==> src/rtl/nvseq_pkg.sv <==
package nvseq_pkg;

    localparam int KEY_LEN = 6;
    localparam int STEP_W  = $clog2(KEY_LEN);

    // prefix addresses of the unlock key, index = step number
    function automatic logic [15:0] prefix_key(input int idx);
        case (idx)
            0:       prefix_key = 16'h4E38;
            1:       prefix_key = 16'hB1C7;
            2:       prefix_key = 16'h83E0;
            3:       prefix_key = 16'h7C1F;
            4:       prefix_key = 16'h703F;
            default: prefix_key = 16'h0000;
        endcase
    endfunction

    localparam logic [15:0] FINAL_STORE  = 16'h8FC0;
    localparam logic [15:0] FINAL_RECALL = 16'h4C63;
    localparam logic [15:0] FINAL_ASDIS  = 16'h8B45;

    typedef enum logic [1:0] {
        CMD_NONE   = 2'd0,
        CMD_STORE  = 2'd1,
        CMD_RECALL = 2'd2,
        CMD_ASDIS  = 2'd3
    } cmd_e;

    typedef struct packed {
        logic [STEP_W-1:0] step;
        cmd_e              cmd;
    } seq_state_t;

endpackage

==> src/rtl/nvseq_sync.sv <==
module nvseq_sync #(
    parameter int             W       = 8,
    parameter int             STAGES  = 2,
    parameter logic [W-1:0]   RST_VAL = '0
) (
    input  logic         clk,
    input  logic         rst_n,
    input  logic [W-1:0] din,
    output logic [W-1:0] dout
);

    logic [W-1:0] stg_d [STAGES];
    logic [W-1:0] stg_q [STAGES];

    generate
        for (genvar s = 0; s < STAGES; s++) begin : g_stage
            if (s == 0) begin : g_first
                always_comb stg_d[s] = din;
            end else begin : g_next
                always_comb stg_d[s] = stg_q[s-1];
            end

            always_ff @(posedge clk or negedge rst_n) begin
                if (!rst_n) stg_q[s] <= RST_VAL;
                else        stg_q[s] <= stg_d[s];
            end
        end
    endgenerate

    assign dout = stg_q[STAGES-1];

endmodule

==> src/rtl/nvseq_access_det.sv <==
module nvseq_access_det (
    input  logic clk,
    input  logic rst_n,
    input  logic ce_n_s,
    input  logic oe_n_s,
    input  logic we_n_s,
    output logic read_evt,
    output logic write_evt
);

    typedef struct packed {
        logic ce_n;
        logic oe_n;
        logic we_n;
    } strobe_t;

    strobe_t prev_d, prev_q;

    logic ce_fall, oe_fall, we_fall, ce_held;

    always_comb begin
        prev_d      = prev_q;
        prev_d.ce_n = ce_n_s;
        prev_d.oe_n = oe_n_s;
        prev_d.we_n = we_n_s;
    end

    always_ff @(posedge clk or negedge rst_n) begin
        if (!rst_n) prev_q <= '{ce_n: 1'b1, oe_n: 1'b1, we_n: 1'b1};
        else        prev_q <= prev_d;
    end

    // chip enable low both in the previous and the current sample
    assign ce_held = !ce_n_s && !prev_q.ce_n;
    assign ce_fall = prev_q.ce_n && !ce_n_s;
    assign oe_fall = ce_held && prev_q.oe_n && !oe_n_s;
    assign we_fall = ce_held && prev_q.we_n && !we_n_s;

    assign read_evt  = (ce_fall || oe_fall) && we_n_s;
    assign write_evt = (ce_fall && !we_n_s) || we_fall;

endmodule

==> src/rtl/nvseq_key_match.sv <==
module nvseq_key_match
    import nvseq_pkg::*;
#(
    parameter int ADDR_W = 19,
    parameter int CMP_HI = 14,
    parameter int CMP_LO = 2
) (
    input  logic [ADDR_W-1:0]  addr,
    output logic [KEY_LEN-1:0] prefix_hit,
    output logic               hit_store,
    output logic               hit_recall,
    output logic               hit_asdis
);

    localparam int CMP_W = CMP_HI - CMP_LO + 1;

    logic [CMP_W-1:0] field;
    assign field = addr[CMP_HI:CMP_LO];

    generate
        for (genvar i = 0; i < KEY_LEN - 1; i++) begin : g_prefix
            localparam logic [15:0] KEY_I = prefix_key(i);
            assign prefix_hit[i] = (field == KEY_I[CMP_HI:CMP_LO]);
        end
    endgenerate

    // the last step has no prefix key: it is decoded by the finals below
    assign prefix_hit[KEY_LEN-1] = 1'b0;

    assign hit_store  = (field == FINAL_STORE[CMP_HI:CMP_LO]);
    assign hit_recall = (field == FINAL_RECALL[CMP_HI:CMP_LO]);
    assign hit_asdis  = (field == FINAL_ASDIS[CMP_HI:CMP_LO]);

endmodule

==> src/rtl/nv_cmd_seq_detect.sv <==
module nv_cmd_seq_detect
    import nvseq_pkg::*;
#(
    parameter int ADDR_W      = 19,
    parameter int SYNC_STAGES = 2,
    parameter int CMP_HI      = 14,
    parameter int CMP_LO      = 2
) (
    input  logic              clk,
    input  logic              rst_n,
    input  logic              bus_ce_n,
    input  logic              bus_we_n,
    input  logic              bus_oe_n,
    input  logic [ADDR_W-1:0] bus_addr,
    input  logic              ctrl_busy,
    output logic              cmd_store,
    output logic              cmd_recall,
    output logic              cmd_asdis
);

    localparam int                SYNC_W    = ADDR_W + 3;
    localparam logic [SYNC_W-1:0] SYNC_RST  = {3'b111, {ADDR_W{1'b0}}};
    localparam logic [STEP_W-1:0] LAST_STEP = STEP_W'(KEY_LEN - 1);
    localparam logic [STEP_W-1:0] STEP_ONE  = STEP_W'(1);

    logic [SYNC_W-1:0]  sync_out;
    logic               ce_n_s, we_n_s, oe_n_s;
    logic [ADDR_W-1:0]  addr_s;
    logic               read_evt, write_evt;
    logic [KEY_LEN-1:0] prefix_hit;
    logic               hit_store, hit_recall, hit_asdis;
    logic [STEP_W-1:0]  step_q;

    seq_state_t cur_d, cur_q;

    nvseq_sync #(
        .W       (SYNC_W),
        .STAGES  (SYNC_STAGES),
        .RST_VAL (SYNC_RST)
    ) u_sync (
        .clk   (clk),
        .rst_n (rst_n),
        .din   ({bus_ce_n, bus_oe_n, bus_we_n, bus_addr}),
        .dout  (sync_out)
    );

    assign {ce_n_s, oe_n_s, we_n_s, addr_s} = sync_out;

    nvseq_access_det u_access (
        .clk       (clk),
        .rst_n     (rst_n),
        .ce_n_s    (ce_n_s),
        .oe_n_s    (oe_n_s),
        .we_n_s    (we_n_s),
        .read_evt  (read_evt),
        .write_evt (write_evt)
    );

    nvseq_key_match #(
        .ADDR_W (ADDR_W),
        .CMP_HI (CMP_HI),
        .CMP_LO (CMP_LO)
    ) u_match (
        .addr       (addr_s),
        .prefix_hit (prefix_hit),
        .hit_store  (hit_store),
        .hit_recall (hit_recall),
        .hit_asdis  (hit_asdis)
    );

    always_comb begin
        cur_d     = cur_q;
        cur_d.cmd = CMD_NONE;
        if (ctrl_busy) begin
            cur_d.step = '0;
        end else if (write_evt) begin
            cur_d.step = '0;
        end else if (read_evt) begin
            if (cur_q.step == LAST_STEP) begin
                cur_d.step = prefix_hit[0] ? STEP_ONE : '0;
                if (hit_store) begin
                    cur_d.cmd  = CMD_STORE;
                    cur_d.step = '0;
                end else if (hit_recall) begin
                    cur_d.cmd  = CMD_RECALL;
                    cur_d.step = '0;
                end else if (hit_asdis) begin
                    cur_d.cmd  = CMD_ASDIS;
                    cur_d.step = '0;
                end
            end else if (prefix_hit[cur_q.step]) begin
                cur_d.step = cur_q.step + STEP_ONE;
            end else if (prefix_hit[0]) begin
                cur_d.step = STEP_ONE;
            end else begin
                cur_d.step = '0;
            end
        end
    end

    always_ff @(posedge clk or negedge rst_n) begin
        if (!rst_n) cur_q <= '{step: '0, cmd: CMD_NONE};
        else        cur_q <= cur_d;
    end

    assign step_q     = cur_q.step;
    assign cmd_store  = (cur_q.cmd == CMD_STORE);
    assign cmd_recall = (cur_q.cmd == CMD_RECALL);
    assign cmd_asdis  = (cur_q.cmd == CMD_ASDIS);

endmodule

==> config.mk <==
export PLATFORM = sky130hd
export DESIGN_NAME = nv_cmd_seq_detect
export DESIGN_NICKNAME = d
export VERILOG_FILES = /design/src/rtl/nvseq_pkg.sv /design/src/rtl/nvseq_sync.sv /design/src/rtl/nvseq_access_det.sv /design/src/rtl/nvseq_key_match.sv /design/src/rtl/nv_cmd_seq_detect.sv
export SDC_FILE = /design/constraint.sdc
export NUM_CORES = 1
export LEC_CHECK = 0
export ABC_AREA = 1
export BUFFER_PORTS_ARGS = -buffer_cell sky130_fd_sc_hd__buf_4
export CORE_ASPECT_RATIO = 1.5
export CORE_UTILIZATION = 23
export DETAILED_ROUTE_END_ITERATION = 8
export PLACE_DENSITY = 0.43
export SLEW_MARGIN = 20
export SYNTH_ARGS = -nofsm -noshare
export SYNTH_HDL_FRONTEND = slang
export SYNTH_SLANG_ARGS = --single-unit
==> constraint.sdc <==
create_clock -name clk -period 2.8 [get_ports clk]
set_input_delay 0.14 -clock clk [delete_from_list [all_inputs] [get_ports clk]]
set_output_delay 0.14 -clock clk [all_outputs]
set_load 0.005 [all_outputs]
==> metrics <==
run status=completed; boundary pin count=28; First DRT Iteration DRCs=56; Post-CTS Setup Bufs=0; Setup crit end=cur_q[1]$_DFF_PN0_; type of the most critical hold path=in -> reg; syn_nets=about 180; largest family of logic cells by synthesized area=simple AND/OR/NAND/NOR gates; via density per instance=~4; buffers added on ports=21; Pins Over Slew Limit=0; Root Buffer=clkbuf_8; Residual DRC=0; area grow syn2layout=32.6%; CTS Buf Count=5; reg2reg start=u_sync.dout[3]$_DFF_PN0_; Setup Skew=around 0.0067 ns; Critical Path RT=2.97 ns; # diodes=0; Core ar.=around 6500 um2; Synth Area in Simple Gates=25.4%; worst rel slew slack=between 60% and 70%; Critical Path Start=u_sync.dout[3]$_DFF_PN0_; Total Wirelength=between 2 and 3 mm; final setup TNS=0 ns; first-pass GRT wire length=~4.5 mm; WS Path Type=reg -> reg; Fin. Hold Viols=0; final setup violation count=0; post-synthesis sequential area ratio=approximately two thirds; FP Rows=36; P per Cell Area=slightly above 500 nW/um2; Fill cells=~700; fin crit period=1.44 ns; Pwr Total=0.00106 W; multi-input logic area=463 um2; ANT nets after route=0; Max IR drop VDD=between 0.0003 and 0.0004 V; Clk Latency, worst-skew pair=0.29 ns; post-synthesis compound-gate area fraction=roughly 2.2%; CTS Hold Buffers Added=17; CTS tree=yes; slowest stage delay, CP=~0.41 ns; reg2reg end=cur_q[1]$_DFF_PN0_; vias in the first global route=1052; flop-to-flop setup slack=about 1.4 ns; Synth warnings=0; Placed Instance Area=~1800 um2; post-synthesis xor/xnor area fraction=less than 1%; Startpoint Class=flip-flop; via count=approximately 1100; layout cells sized above 1=28.2%; adder-cell share of the synthesized area=1.61%; RSZ-0062 raised after global routing=no; Max-cap violations=0; Worst-path clk slew=0.07 ns; Syn Inst Count=between 100 and 150; CTS Sinks=40; Pleak=slightly below 1 nW; worst-path fanout max=4; Worst-Margin Slew=between 0.4 and 0.5 ns; WP depth=4; Initial Util=23.9%; Tcrit/Tclk final=between 50% and 60%; critical path capture point type=flip-flop; GRT Util Overall=under 10%; final std cell area, no fill=just over 2000 um2; DP Wirelength=1.88 mm; slowest cell on the critical path=dfrtp_1; post-synthesis mux area share=0%; CP bufs+invs=0; initial antenna violation count=0; grt total ovfl=0; Max Buffers Root-to-Sink=2; register area=approximately 1000 um2; gpl congestion=0.822; final net count=221; largest net degree at the start of global routing=just over 40; worst-path cell chain=or2_4, nor4_1, nand2_1, and3_1; Top Family by Delay on Critical Path=simple AND/OR/NAND/NOR gates; Synth Cell Area=between 1500 and 2000 um2; drt wl/cell=around 9.7 um; R2R depth=4; die height=103 um; H-tree lvl count=2; Distinct cells, synth=26; chip width=approximately 69 um; Gates resized, CTS repair=0; f_max=around 700 MHz; hold slack=0.144 ns; die area=roughly 7100 um2; drt pass-1 iters=4; syn_area_per_cell=roughly 10 um2; CP arrival=between 1.5 and 2 ns; Yosys reg bits=40
==> flip-flops by register name (all words and copies together), names as in the netlist <==
| register | count |
|---|---|
| cur_q | 2 |
| u_sync.stg_d | 16 |
| u_access.prev_q | 3 |
| step_q | 3 |
| u_sync.dout | 16 |
==> stage by stage <==
step,instances,setup slack [ns],util [%]
finish,271,1.36,31.6
global route,271,1.17,31.6
CTS,271,1.33,31.6
detailed placement,246,1.33,27.7
global placement,246,1.34,27.7
floorplan,149,1.51,-
==> cells in the mapped netlist <==
master,count,area (um2)
a21oi_1,1,5.00
and3_1,1,6.26
dfrtp_1,31,776
dfstp_2,9,236
ha_1,2,25.0
inv_1,19,71.3
inv_2,3,11.3
nand2_1,29,109
nand2_2,2,12.5
nand3_1,8,40.0
nand3_2,3,30.0
nand3b_1,2,15.0
nand3b_2,1,11.3
nand4_1,1,6.26
nand4_2,1,12.5
nor2_1,18,67.6
nor2_2,5,31.3
nor2_4,1,11.3
nor3_1,4,20.0
nor3b_1,1,7.51
nor4_1,1,6.26
o21ai_0,1,5.00
o21ai_2,2,17.5
o22ai_1,1,6.26
or2_4,1,8.76
xnor2_1,1,8.76
==> cell type report <==
cell class	instances	share of cell area [%]
Clock buffer	7	3.69
Inverter	22	4.00
Timing Repair Buffer	38	15.9
Multi-Input combinational cell	87	22.4
Clock inverter	1	0.424
Tap cell	76	4.60
Sequential cell	40	49.0
==> tightest hold or removal path: cells and delay by family <==
family / cells / cell delay [ns]
buf+inv: 1 / 0.08
simple gates: 3 / 0.16
==> per-layer routing <==
metal  routed length (um)  track usage (%)
met1                 1110             8.03
met2                 1370             14.9
met3                   60             2.74
met4                   76             6.28
met5                    0                0
==> cell families after synthesis <==
family                     after synthesis
AOI/OAI and AO/OA                        5
xor gates and xnor gates                 1
adders and majority gates                2
buffers and inverters                   22
DFF                                     40
and+or+nand+nor                         79
==> report_power, final <==
part	internal, W	switching (W)	total [W]
clock	0.000178	0.000189	0.000367
sequential	0.000608	0.0000139	0.000622
combinational	0.0000405	0.0000324	0.0000729
total	0.000827	0.000236	0.00106
==> layout by cell type, fill, tap and decap left out, types with 3 or more instances in the layout <==
cell type,instances
nand3_1,8
nor2_2,5
inv_2,3
buf_4,21
inv_1,19
nor3_1,4
clkbuf_8,5
nor2_1,18
nand3_2,3
dfstp_2,9
dlygate4sd3_1,17
nand2_1,29
dfrtp_1,31
==> worst min-delay path by stage <==
stage                         start                     to  depth (start not counted)
final                     ctrl_busy  step_q[0]$_DFFE_PN0P_                          4
after global routing      ctrl_busy  step_q[2]$_DFFE_PN0P_                          4
after CTS                 ctrl_busy  step_q[0]$_DFFE_PN0P_                          4
after detailed placement      rst_n  step_q[0]$_DFFE_PN0P_                          1
after global placement        rst_n  step_q[0]$_DFFE_PN0P_                          1
after floorplan               rst_n     cur_q[0]$_DFF_PN0_                          0
Note: power is estimated with default switching activity, not from simulation.
